==> src/rtl/bscPkg.sv <==
package bscPkg;

  typedef enum logic [1:0] {
    ST_IDLE = 2'd0,
    ST_LAT  = 2'd1,
    ST_DATA = 2'd2
  } bscState_e;

  // Strobes from control to datapath
  typedef struct packed {
    logic load;     // capture start address
    logic advance;  // step the burst counter
    logic write;    // store input data at the current address
  } bscStrobe_t;

endpackage

==> src/rtl/bscControl.sv <==
module bscControl
  import bscPkg::*;
#(
  parameter int LATENCY = 3
) (
  input  logic       clk,
  input  logic       rstN,
  input  logic       ceN,
  input  logic       advN,
  input  logic       oeN,
  input  logic       weN,
  input  logic       wrLevelMode,
  output bscStrobe_t strb,
  output logic       dOutEn,
  output logic       waitN
);

  localparam int LAT_W = (LATENCY > 1) ? $clog2(LATENCY) : 1;

  bscState_e  state;
  logic [LAT_W-1:0] latCnt;
  logic isWrite;
  logic firstBeat;
  logic paused;

  logic inData;
  logic suspReq;
  logic takePause;

  assign inData    = (state == ST_DATA);
  assign suspReq   = isWrite ? (weN && wrLevelMode) : oeN;
  // A pause request on the first beat is refused
  assign takePause = inData && suspReq && !firstBeat;

  always_comb begin
    strb.load    = (state == ST_IDLE) && !ceN && !advN;
    strb.write   = inData && !ceN && isWrite && !takePause;
    // A read resume spends one cycle re-presenting the held element
    strb.advance = inData && !ceN && !takePause && (isWrite || !paused);
  end

  always_ff @(posedge clk or negedge rstN) begin
    if (!rstN) begin
      state     <= ST_IDLE;
      latCnt    <= '0;
      isWrite   <= 1'b0;
      firstBeat <= 1'b0;
      paused    <= 1'b0;
    end else if (ceN) begin
      state     <= ST_IDLE;
      firstBeat <= 1'b0;
      paused    <= 1'b0;
    end else begin
      unique case (state)
        ST_IDLE: begin
          if (!advN) begin
            state   <= ST_LAT;
            latCnt  <= LAT_W'(LATENCY - 1);
            isWrite <= !weN;
          end
        end
        ST_LAT: begin
          if (latCnt == '0) begin
            state     <= ST_DATA;
            firstBeat <= 1'b1;
            paused    <= 1'b0;
          end else begin
            latCnt <= latCnt - 1'b1;
          end
        end
        ST_DATA: begin
          paused <= takePause;
          if (!takePause) firstBeat <= 1'b0;
        end
        default: state <= ST_IDLE;
      endcase
    end
  end

  assign dOutEn = inData && !isWrite && !paused;
  assign waitN  = inData && !paused;

  AST_CE_ENDS: assert property (@(posedge clk) disable iff (!rstN)
    ceN |=> (!dOutEn && !waitN));

  AST_FIRST_BEAT_KEPT: assert property (@(posedge clk) disable iff (!rstN)
    (inData && firstBeat && !ceN) |=> waitN);

  AST_READ_SUSPEND: assert property (@(posedge clk) disable iff (!rstN)
    (inData && !isWrite && !firstBeat && oeN && !ceN) |=> (!dOutEn && !waitN));

  AST_EDGE_MODE_RUNS: assert property (@(posedge clk) disable iff (!rstN)
    (inData && isWrite && !wrLevelMode && !ceN) |=> waitN);

endmodule

==> src/rtl/bscDatapath.sv <==
module bscDatapath
  import bscPkg::*;
#(
  parameter int ADDR_W    = 6,
  parameter int DATA_W    = 16,
  parameter int BURST_LEN = 8
) (
  input  logic              clk,
  input  logic              rstN,
  input  bscStrobe_t        strb,
  input  logic [ADDR_W-1:0] addrIn,
  input  logic [DATA_W-1:0] dIn,
  output logic [DATA_W-1:0] rdData
);

  localparam int DEPTH = 1 << ADDR_W;

  logic [DATA_W-1:0] mem [DEPTH];
  logic [ADDR_W-1:0] curAddr;
  logic [ADDR_W-1:0] nextAddr;

  generate
    if (BURST_LEN == 0) begin : g_linear
      assign nextAddr = curAddr + 1'b1;
    end else begin : g_wrap
      localparam int LB = $clog2(BURST_LEN);
      logic [LB-1:0] lowNext;
      assign lowNext  = curAddr[LB-1:0] + LB'(1);
      assign nextAddr = {curAddr[ADDR_W-1:LB], lowNext};
    end
  endgenerate

  always_ff @(posedge clk or negedge rstN) begin
    if (!rstN) begin
      curAddr <= '0;
    end else if (strb.load) begin
      curAddr <= addrIn;
    end else if (strb.advance) begin
      curAddr <= nextAddr;
    end
  end

  always_ff @(posedge clk) begin
    if (strb.write) mem[curAddr] <= dIn;
  end

  assign rdData = mem[curAddr];

  AST_LOAD_NOT_WRITE: assert property (@(posedge clk) disable iff (!rstN)
    strb.load |-> !strb.write);

endmodule

==> src/rtl/burstSuspendCtl.sv <==
module burstSuspendCtl
  import bscPkg::*;
#(
  parameter int ADDR_W    = 6,
  parameter int DATA_W    = 16,
  parameter int BURST_LEN = 8,
  parameter int LATENCY   = 3
) (
  input  logic              clk,
  input  logic              rstN,
  input  logic              ceN,
  input  logic              advN,
  input  logic [ADDR_W-1:0] addr,
  input  logic              oeN,
  input  logic              weN,
  input  logic              wrLevelMode,
  input  logic [DATA_W-1:0] dIn,
  output logic [DATA_W-1:0] dOut,
  output logic              dOutEn,
  output logic              waitN
);

  bscStrobe_t        strb;
  logic [DATA_W-1:0] rdData;

  bscControl #(
    .LATENCY (LATENCY)
  ) u_ctl (
    .clk         (clk),
    .rstN        (rstN),
    .ceN         (ceN),
    .advN        (advN),
    .oeN         (oeN),
    .weN         (weN),
    .wrLevelMode (wrLevelMode),
    .strb        (strb),
    .dOutEn      (dOutEn),
    .waitN       (waitN)
  );

  bscDatapath #(
    .ADDR_W    (ADDR_W),
    .DATA_W    (DATA_W),
    .BURST_LEN (BURST_LEN)
  ) u_dp (
    .clk    (clk),
    .rstN   (rstN),
    .strb   (strb),
    .addrIn (addr),
    .dIn    (dIn),
    .rdData (rdData)
  );

  assign dOut = dOutEn ? rdData : '0;

endmodule

==> config.mk <==
export PLATFORM = sky130hd
export DESIGN_NAME = burstSuspendCtl
export DESIGN_NICKNAME = d
export VERILOG_FILES = /design/src/rtl/bscPkg.sv /design/src/rtl/bscControl.sv /design/src/rtl/bscDatapath.sv /design/src/rtl/burstSuspendCtl.sv
export SDC_FILE = /design/constraint.sdc
export NUM_CORES = 1
export LEC_CHECK = 0
export BUFFER_PORTS_ARGS = -buffer_cell sky130_fd_sc_hd__buf_2
export CORE_MARGIN = 1
export CORE_UTILIZATION = 35
export DETAILED_ROUTE_END_ITERATION = 16
export SYNTH_ARGS = -nofsm -noshare
export SYNTH_HDL_FRONTEND = slang
export SYNTH_SLANG_ARGS = --single-unit
==> constraint.sdc <==
create_clock -name clk -period 7.35 [get_ports clk]
set_input_delay 0.3675 -clock clk [delete_from_list [all_inputs] [get_ports clk]]
set_output_delay 0.3675 -clock clk [all_outputs]
set_load 0.005 [all_outputs]
Yosys cells after proc, flatten, opt, wreduce, memory -nomap -nowiden --
Memories as Yosys holds them, arrays and structs flattened. Cells that the tools add are included.
Storage, ports and cells: output and inout bits 18, flip-flop bits (word level) 13, latch bits 0, bits of input ports 29, bits in writable memories 1024, ROM bits 0, memories kept 1, word-level logic and storage cells 71
Cells by class: order comparisons 0, shift-type cells 0, bitwise logic cells 2, $add $sub $neg 2, reductions and logical operators 31, divide/modulo/power cells 0, multipliers 0, equal/unequal tests 8, muxes and demuxes 20
Memory list:
- u_dp.mem | words 64, width 16, read ports 1, clocked after Yosys merged registers in 0, wr ports 1, RTL line bscDatapath.sv:18 | logic [DATA_W-1:0] mem [DEPTH];
Operators by type and width (number):
- $mux 16 | 1
- $logic_and 1x1->1 | 13
- $mux 2 | 5
- $reduce_and 3->1 | 3
- $mux 1 | 8
- $logic_not 1->1 | 7
- $mux 6 | 1
- $ne 2x2->1 const B | 3
- $ne 3x3->1 const B | 2
- $pmux 2 s3 | 1
- $logic_not 2->1 | 2
- $pmux 1 s2 | 2
- $pmux 2 s2 | 1
- $reduce_and 4->1 | 1
- $reduce_bool 2->1 | 2
- $add 3x1->3 const B | 1
- $mux 3 | 1
- $ne 3x2->1 const B | 1
- $reduce_bool 3->1 | 1
- $eq 2x1->1 const B | 1
- $eq 2x2->1 const B | 1
- $not 1->1 | 2
- $reduce_and 2->1 | 1
- $sub 2x1->2 const B | 1
- $logic_or 1x1->1 | 1

Logic depth before layout (Yosys ltp) --
Gate-level depths: netlist (run 1).
word-level depth 9, gate-level depth with buffers 9, depth with buffers taken out 7

Hierarchy --
Synthesis (run 1) repeated with hierarchy kept, for this count alone.
Unflattened totals: cell total of the unflattened synthesis 2317, area, all modules 40134.7 sq um
Modules (own cells, without submodules):
- bscDatapath | sequential area each 30899.6 sq um, cells an instance 2254, area each 39584.2 sq um, instances 1
- bscControl | sequential area each 175.2 sq um, cells an instance 46, area each 424.2 sq um, instances 1
- burstSuspendCtl | sequential area each 0.0 sq um, cells an instance 17, area each 126.4 sq um, instances 1

Worst setup path after synthesis (run 1) --
No wires, ideal clock.
path kind register to register, start register u_dp.curAddr[2], end memory u_dp.mem[10][0], enable pin, data arrival time 2361 ps, period minus slack after synthesis 2750 ps, setup time 388 ps, cell stages (with the launch flop) 8, setup slack 4600 ps, path buffers 4, required time 6962 ps, cell sequence dfrtp_1 -> buf_2 -> buf_4 -> buf_2 -> buf_2 -> nor3_1 -> nand2_1 -> nor2_1
RTL lines:
- start: declaration | RTL line bscDatapath.sv:19 | logic [ADDR_W-1:0] curAddr;
- start signal: assignment | RTL line bscDatapath.sv:37 | curAddr <= addrIn;
- start signal: assignment | RTL line bscDatapath.sv:39 | curAddr <= nextAddr;
- end: declaration | RTL line bscDatapath.sv:18
No word-level cell before the write port.

Worst setup path after layout (run 1) --
start register u_dp.curAddr[1], end output dOut[9]
Between the ends: cells in the longest elaborated chain, start to end 2
Ends and longest elaborated chain:
- $mem_v2 64x16
- $mux 16 | RTL line burstSuspendCtl.sv:54 | assign dOut = dOutEn ? rdData : '0;
- end: declaration | RTL line burstSuspendCtl.sv:18 | output logic [DATA_W-1:0] dOut,
No other way between the ends.

==> results of run 1 <==
## worst register-to-register path: stages, from the launching register on
cell	delay, ps
dfrtp_4	850
buf_4	590
nor2b_4	830
buf_4	500
nand2_1	380
nor2_1	610
buf_4	340
## cell type report
| class | count | share of cell area (%) |
|---|---|---|
| Sequential cell | 1037 | 67.9 |
| Multi-Input combinational cell | 908 | 18.6 |
| Clock buffer | 124 | 5.75 |
| Tap cell | 1512 | 4.13 |
| Timing Repair Buffer | 162 | 2.48 |
| Clock inverter | 56 | 1.03 |
| Inverter | 7 | 0.0574 |
| Antenna cell | 2 | 0.0109 |
## flip-flops by register name, summed over array words and instances, names as in the netlist
signal and flops:
u_ctl.firstBeat 1, u_ctl.isWrite 1, u_ctl.latCnt 2, u_ctl.paused 1
u_ctl.state 2, u_dp.curAddr 6, u_dp.mem 1024
## synthesized netlist by cell type (3+ instances only)
cell type  instances
nor2b_1           16
a211oi_1          15
o221a_2           12
a21oi_1           28
nand3b_1           8
clkbuf_1          71
mux4_2           133
or2_2             15
dfrtp_1           13
buf_2             47
buf_1              9
and3_1             3
a221oi_1          31
nand3_1            9
nor4b_1           12
o22a_1            45
mux2i_1          112
and4b_1            4
a2111oi_0          6
nor3b_1            3
buf_6              4
a2111oi_1          9
nor2_1            93
inv_1              6
nand2_1           52
o211ai_1          14
o22ai_1            6
a31oi_1           51
a22o_1            29
mux2_2             3
and2_1            14
edfxtp_1        1024
buf_4             12
a32oi_1           30
nand4_1           12
nor3_1             4
nand2b_1          13
a22oi_1           50
o21ai_0           44
## worst min path at each step
stage                     startpoint                     endpoint  slack, ps
after detailed placement        rstN  u_ctl.firstBeat$_DFFE_PN0P_        330
after floorplan                 rstN  u_ctl.firstBeat$_DFFE_PN0P_         70
final                           advN  u_ctl.latCnt[1]$_DFFE_PN0P_         60
after global routing            advN  u_ctl.latCnt[1]$_DFFE_PN0P_         90
after CTS                       advN  u_ctl.latCnt[1]$_DFFE_PN0P_         30
after global placement          rstN     u_ctl.paused$_DFFE_PN0P_        310
## logic make-up (layout without fill, tap and decap cells)
| family | count (synthesis) | count (layout) |
|---|---|---|
| flops | 1037 | 1037 |
| compound gates | 386 | 386 |
| simple gates | 270 | 270 |
| mux | 248 | 248 |
| buf+inv | 151 | 349 |
| fa+ha+maj | 2 | 2 |
| xor+xnor | 2 | 2 |
| other cells | 0 | 2 |
## metrics by stage
step	worst slack [ps]	power (mW)	hold slack [ps]	area, sq um
after floorplan	4600	8.69	71.9	40300
after global placement	2410	9.70	313	42600
after detailed placement	2410	9.73	329	42600
after CTS	1710	14.6	25.4	45800
after global routing	1610	15.0	88.9	45800
final	1750	14.5	57.8	45800
## metal layers
metal | wire [um] | up-vias | global-route usage, %
met4 | 2490 | 4 | 4.69
met3 | 10100 | 173 | 3.66
met5 | 27 | - | 0
li1 | - | 8954 | -
met2 | 49900 | 1134 | 28.5
met1 | 43600 | 11200 | 25.4
## power groups by stage
stage                     sequential [mW]  combinational [mW]  clock, mW
after floorplan                      6.65                2.04          0
after global placement               6.80                2.91          0
after detailed placement             6.80                2.93          0
after CTS                            6.68                2.95       4.99
after global routing                 6.69                3.09       5.20
final                                6.68                2.95       4.91
==> run summary, run 1 <==
status - complete, no violations
final setup violation count - 0
mapped cell area - 40,300 sq um
Buffers & Inverters on Critical Path - 3
max cap viols - 0
Buffers on Ports - 46
number of global-route vias before repair - 21,100
Seq cells post-synth - 1,037
CORE AREA - 114,000 sq um
DR iter-0 viols - 2,900
Sum Neg Setup Slack - 0 ps
P&R area growth vs syn - 13.7%
Worst setup EP type - output pin
post-synthesis xor/xnor area fraction - 0.0435%
Crit Path Category - reg2out
most common cell after layout, fill and taps aside - edfxtp_1
Post-synth top flop - edfxtp_1
CP startpoint - u_dp.curAddr[1]$_DFFE_PN0P_
Worst setup SP type - register
Final min period - 5600 ps
unrepaired setup endpoints after global routing - false
initial antenna violation count - 7
Rel. slew slack - 19.5%
post-CTS setup buffer count - 0
Post-Syn Instances - 2,096
clk sinks - 1,037
CP Cell Sequence - buf_4, or2_2, buf_4, o221a_2, a31oi_1, a2111oi_1, a31oi_1, buf_2
clock power share - 33.8%
post-synth net total - 2,127
Hold Path Depth - 4
fin. max-slew vios - 0
CP max stage cell - a2111oi_1
CP Depth - 8
top cells by area, synth - edfxtp_1 76%, mux4_2 7.4%, mux2i_1 2.8%, o22a_1 0.98%, a22oi_1 0.93%
period utilisation layout - 76.1%
post-synthesis mux area share - 10.3%
flop-to-flop setup slack - 2940 ps
P_leak - 14.1 nW
top cell type's share of synthesized area - 76.4%
commonest cells after routing, fill and taps aside - 1,024 x edfxtp_1, 133 x mux4_2, 112 x mux2i_1
via count - 21,500
Final Non-Filler Cells - 3,808
CTS root buf - clkbuf_16
maximum clock path buffer count - 3
worst-path maximum fanout - 53
Critical path destination - dOut[9]
HPWL Detailed - 62.3 mm
post-synthesis sequential area ratio - 77.2%
Sequential Power Share - 45.9%
Hold Crit Class - in2reg
layout cells sized above 1 - 20.7%
first-pass iteration count of the detailed router - 6
global-route wire length before repair - 153 mm
switch share - 28.4%
largest family of logic cells by synthesized area - multiplexers
aggregate global routing overflow - 0
clk slew on worst S/H paths - 60 ps
floorplan die height - 341 um
Clk Latency, worst-skew pair - 670 ps
Via density - 5.63
die area - 116,000 sq um
Fmax - 179 MHz
R2R cell count - 6
synthesized area per cell - 19.2 sq um
Worst path max stage delay - 870 ps
initial core utilization - 35.3%
Cell Int Power - 10.4 mW
combinational share of power - 20.3%
FF-to-FF End - u_dp.mem[10][12]$_DFFE_PP_
Final nets - 2,244
reg2reg start - u_dp.curAddr[1]$_DFFE_PN0P_
cell row count - 124
multi-input logic area - 8530 sq um
Synth area leader - edfxtp_1
die width - 341 um
pin count of the biggest net entering global routing - 86
Pwr Density - 318 nW/um^2
final hold viol count - 0
Final Skew - 31.5 ps
WL/cell - 27.9 um
CTS tree - done
delay-heaviest family, CP - compound AO/OA/AOI/OAI gates
worst path required time - 6980 ps
post-synthesis simple-gate area fraction - 3.46%
Async S/R FF share, synth - 1.25%
DP Cell Count - 3,618
register area - 31,100 sq um
Yosys cell types - 62
GRT Resource Usage Total - 18.0%
CP arrival - 5230 ps
H-Tree Depth - 3
RePlAce Congestion - 0.884
residual antenna-violating net count after detailed routing - 0
Psw - 4.13 mW
fin util - 40.1%
number of synthesized flops with an enable pin - 1,024
Least-Margin Pin Slew - 1210 ps
drt drc - 0
# IOs - 47
number of buffers created by CTS - 97
Synth Area in Adders - 0.0621%
final wirelength - 106 mm
post_cts resized - 0
peak supply drop - 0.344 mV
Compound-Gate Fraction of Synth Area - 7.22%
Filler Cell Count - 10,200
synth warn - 0
hold buffer count at cts - 8
Power figures use the tool's default switching activity.
==> run 2, diff against run 1 <==
==> constraint.sdc (replaced) <==
create_clock -name clk -period 4.6 [get_ports clk]
set_input_delay 0.23 -clock clk [delete_from_list [all_inputs] [get_ports clk]]
set_output_delay 0.23 -clock clk [all_outputs]
set_load 0.005 [all_outputs]
==> run 2 against run 1 <==
Cell count grew 0.87%. Via count is 0.87% higher. Combinational power up 69%. Flip-flop and latch count stayed put. Worst setup slack worse by 1700 ps. Critical path depth is 2 lower. Power increased by 66%. Design area is 1.5% higher. Sequential share of layout area fell by 0.99 points. Global-route usage increased by 0.33 points. Hold slack better by 81 ps. First-iteration DRC count down 18%.
==> run summary, run 2 (synthesis results as in run 1) <==
status - complete, no violations
flop-to-flop setup slack - 980 ps
via count - 21,600
die width - 341 um
Buffers on Ports - 46
pin count of the biggest net entering global routing - 92
Crit Path Category - reg2out
DP Cell Count - 3,640
pre-CTS WS - 375 ps
P_leak - 14.4 nW
CTS root buf - clkbuf_16
worst path required time - 4370 ps
initial antenna violation count - 5
Fmax - 221 MHz
R2R cell count - 5
global-route wire length before repair - 155 mm
period utilisation layout - 98.5%
final total power - 24.1 mW
maximum clock path buffer count - 3
clk sinks - 1,037
hold endpoint - u_dp.mem[49][11]$_DFFE_PP_
DR iter-0 viols - 2,375
peak supply drop - 0.398 mV
drt drc - 0
final hold viol count - 0
Rel. slew slack - 15.2%
residual antenna-violating net count after detailed routing - 0
Clk Latency, worst-skew pair - 700 ps
worst-path maximum fanout - 46
initial core utilization - 35.3%
# IOs - 47
worst hold path startpoint - dIn[11]
post-route cell area - 46,500 sq um
post-route worst setup slack - 69.3 ps
CP arrival - 4300 ps
final wirelength - 108 mm
reg2reg start - u_dp.curAddr[1]$_DFFE_PN0P_
fin. max-slew vios - 0
Worst setup EP type - output pin
Final min period - 4530 ps
HPWL Detailed - 62.6 mm
first-pass iteration count of the detailed router - 5
layout cells sized above 1 - 22.0%
max FFs per register - 1,024
floorplan die height - 341 um
number of buffers created by CTS - 101
P&R area growth vs syn - 15.3%
Worst setup SP type - register
die area - 116,000 sq um
fin util - 40.7%
unrepaired setup endpoints after global routing - false
Via density - 5.63
commonest cells after routing, fill and taps aside - 1,024 x edfxtp_1, 133 x mux4_2, 121 x buf_4
CTS tree - done
Hold WS - 139 ps
Final Skew - 36.2 ps
Final nets - 2,274
RePlAce Congestion - 0.835
aggregate global routing overflow - 0
WL/cell - 28.1 um
Largest regs - u_dp.mem x1024, u_dp.curAddr x6
max cap viols - 0
final setup violation count - 0
GRT Resource Usage Total - 18.4%
Area after DPL - 42,900 sq um
Sum Neg Setup Slack - 0 ps
cell row count - 124
CORE AREA - 114,000 sq um
Least-Margin Pin Slew - 1270 ps
FF-to-FF End - u_dp.mem[4][7]$_DFFE_PP_
number of global-route vias before repair - 21,400
Final Non-Filler Cells - 3,841
Hold Crit Class - in2reg
H-Tree Depth - 3
CP startpoint - u_dp.curAddr[1]$_DFFE_PN0P_
Most flops, register - u_dp.mem
most common cell after layout, fill and taps aside - edfxtp_1
Hold Path Depth - 1
Pwr Density - 519 nW/um^2
diode count - 0
clk slew on worst S/H paths - 60 ps
## run 2: cell count changes in the layout (fill, tap and decap cells not counted), moves of 3 or more
| cell | before | now |
|---|---|---|
| clkbuf_1 | 21 | 15 |
| clkinv_16 | 0 | 3 |
| a2111oi_2 | 0 | 4 |
| a2111oi_0 | 6 | 2 |
| buf_12 | 1 | 8 |
| clkinv_8 | 0 | 4 |
| buf_4 | 107 | 121 |
| dlygate4sd3_1 | 8 | 11 |
| bufinv_16 | 7 | 15 |
| clkinv_1 | 16 | 20 |
## run 2: routing by layer
layer	wire length (um)	GRT usage, %
met5	34	0
met1	45600	25.8
met4	2300	4.88
met2	51800	29.8
met3	8250	2.78
## run 2: area by class of cell
type | count | area [sq um]
multi-input combinational | 908 | 8550
sequential | 1037 | 31100
inverter | 7 | 26.3
timing repair buffer | 188 | 1450
tap | 1512 | 1890
fill | 10100 | 67700
clock buffer | 116 | 2580
clock inverter | 73 | 865
## run 2: worst max path at each step
| stage | depth (start not counted) | slack [ps] | end |
|---|---|---|---|
| floorplan | 7 | 1850 | u_dp.mem[10][0]$_DFFE_PP_ |
| global placement | 6 | 410 | dOut[8] |
| detailed placement | 6 | 370 | dOut[5] |
| CTS | 9 | 50 | dOut[13] |
| global route | 6 | 40 | dOut[9] |
| finish | 6 | 70 | dOut[9] |
## run 2: where the power goes
group	internal [mW]	total (mW)	switching, mW
Combinational	1.95	5.00	3.05
Clock	4.91	8.50	3.59
Sequential	10.4	10.6	0.203
Total	17.3	24.1	6.84
## run 2: repair_timing
item	in CTS	in global routing
setup buffers	1	0
endpoints found under the setup margin	3	1
hold endpoints to repair	25	0
hold buffers	11	0
pin swaps	0	0
resized for setup	3	1
## run 2: critical path, cell delays in order, from the launching register on
cell and delay (ps):
dfrtp_4 680, and2_2 620, a221oi_1 430, o21ai_0 340
a2111oi_1 1050, a31oi_1 240, buf_2 220
==> run 3, diff against run 2 <==
--- a/config.mk
+++ b/config.mk
@@ -6,6 +6,7 @@
 export NUM_CORES = 1
 export LEC_CHECK = 0
 export BUFFER_PORTS_ARGS = -buffer_cell sky130_fd_sc_hd__buf_2
+export CAP_MARGIN = 30
 export CORE_MARGIN = 1
 export CORE_UTILIZATION = 35
 export DETAILED_ROUTE_END_ITERATION = 16
==> constraint.sdc (replaced) <==
create_clock -name clk -period 4.6 [get_ports clk]
set_input_delay 0.46 -clock clk [delete_from_list [all_inputs] [get_ports clk]]
set_output_delay 0.46 -clock clk [all_outputs]
set_load 0.005 [all_outputs]
==> run 3 against run 2 <==
Worst setup slack improved by 13 ps. Largest power group unchanged. Global-route usage is 0.25 points lower. Flip-flop and latch count is the same. Fmax rose by 0.29%. Routed wire length down 1.4%. Power decreased by 1.1%. Clock power down 3.3%.
==> run summary, run 3 (synthesis results as in run 1) <==
GRT Resource Usage Total - 18.1%
global-route wire length before repair - 153 mm
P&R area growth vs syn - 15.3%
CP max stage cell - dfrtp_4
clk sinks - 1,037
final setup violation count - 0
HPWL Detailed - 62.9 mm
max FFs per register - 1,024
Area after DPL - 43,000 sq um
number of global-route vias before repair - 21,400
commonest cells after routing, fill and taps aside - 1,024 x edfxtp_1, 137 x buf_4, 133 x mux4_2
status - complete, no violations
Least-Margin Pin Slew - 990 ps
WL/cell - 27.6 um
hold endpoint - u_dp.curAddr[0]$_DFFE_PN0P_
most common cell after layout, fill and taps aside - edfxtp_1
pre-CTS WS - 641 ps
via count - 21,500
CP arrival - 4060 ps
R2R cell count - 6
P_leak - 14.4 nW
Hold WS - 40.3 ps
RePlAce Congestion - 0.833
unrepaired setup endpoints after global routing - false
layout cells sized above 1 - 22.5%
pin count of the biggest net entering global routing - 96
worst hold path startpoint - addr[0]
Buffers on Ports - 46
clk slew on worst S/H paths - 60 ps
Sum Neg Setup Slack - 0 ps
die area - 116,000 sq um
drt drc - 0
die width - 341 um
initial antenna violation count - 6
fin. max-slew vios - 0
worst-path maximum fanout - 36
H-Tree Depth - 3
cell row count - 124
maximum clock path buffer count - 3
FF-to-FF End - u_dp.mem[52][4]$_DFFE_PP_
max cap viols - 0
aggregate global routing overflow - 0
worst path required time - 4140 ps
DR iter-0 viols - 2,476
CTS root buf - clkbuf_16
Worst setup EP type - output pin
reg2reg start - u_dp.curAddr[1]$_DFFE_PN0P_
Pwr Density - 514 nW/um^2
final total power - 23.9 mW
final wirelength - 106 mm
post-route worst setup slack - 82.5 ps
Via density - 5.57
final hold viol count - 0
Buffers & Inverters on Critical Path - 4
post-route cell area - 46,400 sq um
Final nets - 2,286
first-pass iteration count of the detailed router - 8
Rel. slew slack - 34.0%
residual antenna-violating net count after detailed routing - 0
flop-to-flop setup slack - 1170 ps
CTS tree - done
period utilisation layout - 98.2%
number of buffers created by CTS - 100
delay-heaviest family, CP - compound AO/OA/AOI/OAI gates
peak supply drop - 0.374 mV
floorplan die height - 341 um
initial core utilization - 35.3%
Hold Crit Class - in2reg
Largest regs - u_dp.mem x1024, u_dp.curAddr x6
# IOs - 47
Worst path max stage delay - 660 ps
CP Cell Sequence - buf_4, nor2b_4, buf_12, o211ai_1, a31oi_1, a2111oi_1, buf_4, a31oi_1, buf_2
Clk Latency, worst-skew pair - 690 ps
Crit Path Category - reg2out
Final Skew - 28.7 ps
Most flops, register - u_dp.mem
CORE AREA - 114,000 sq um
Final min period - 4520 ps
Hold Path Depth - 3
Worst setup SP type - register
Fmax - 221 MHz
-- run 3: final cells by class --
class	instances	area, sq um
diodes	1	2.50
clock buffers	125	2620
clock inverters	62	662
fillers	10100	67800
inverters	7	26.3
multi-input cells	908	8560
flip-flops and latches	1037	31100
well taps	1512	1890
repair buffers	201	1580
-- run 3: worst max path at each step --
stage | cells past startpoint | slack [ps] | to | startpoint
3_5_place_dp | 7 | 640 | dOut[9] | u_dp.curAddr[0]$_DFFE_PN0P_
2_1_floorplan | 7 | 1850 | u_dp.mem[10][0]$_DFFE_PP_ | u_dp.curAddr[2]$_DFFE_PN0P_
4_1_cts | 7 | 60 | dOut[1] | u_dp.curAddr[2]$_DFFE_PN0P_
5_1_grt | 9 | 1 | dOut[0] | u_dp.curAddr[1]$_DFFE_PN0P_
3_3_place_gp | 7 | 600 | dOut[9] | u_dp.curAddr[0]$_DFFE_PN0P_
6_report | 9 | 80 | dOut[4] | u_dp.curAddr[0]$_DFFE_PN0P_
-- run 3: worst reg2reg max path: cells and delay by family, from the launching register on --
family | cells | cell delay (ps)
buf+inv | 3 | 1070
simple gates | 3 | 1430
flops | 1 | 590
-- run 3: what timing repair did --
item | CTS | global route
endpoints found under the hold margin | 18 | 0
hold buffers | 4 | 0
cloned | 0 | 0
buffers inserted | 1 | 1
gates resized for setup | 3 | 2
endpoints found under the setup margin | 6 | 6
-- run 3: where the power goes --
part,leakage (nW),internal [mW],switching [mW]
Combinational,3.46,2.02,3.03
Sequential,9.36,10.4,0.181
Clock,1.59,4.68,3.54
-- run 3: routing by layer --
layer | share of wire (%) | global-route usage, % | up-vias | wire length, um
li1 | - | - | 9043 | -
met1 | 41 | 24.9 | 11200 | 44000
met2 | 47 | 28.7 | 1032 | 50300
met3 | 8.6 | 3.81 | 176 | 9160
met4 | 2.8 | 5.84 | 6 | 2960
met5 | 0.033 | 0 | - | 35
-- run 3: stage by stage --
step,util (%),instances
floorplan,-,2096
global placement,37.7,3657
detailed placement,37.7,3659
CTS,40.6,3851
global route,40.7,3852
finish,40.7,3853
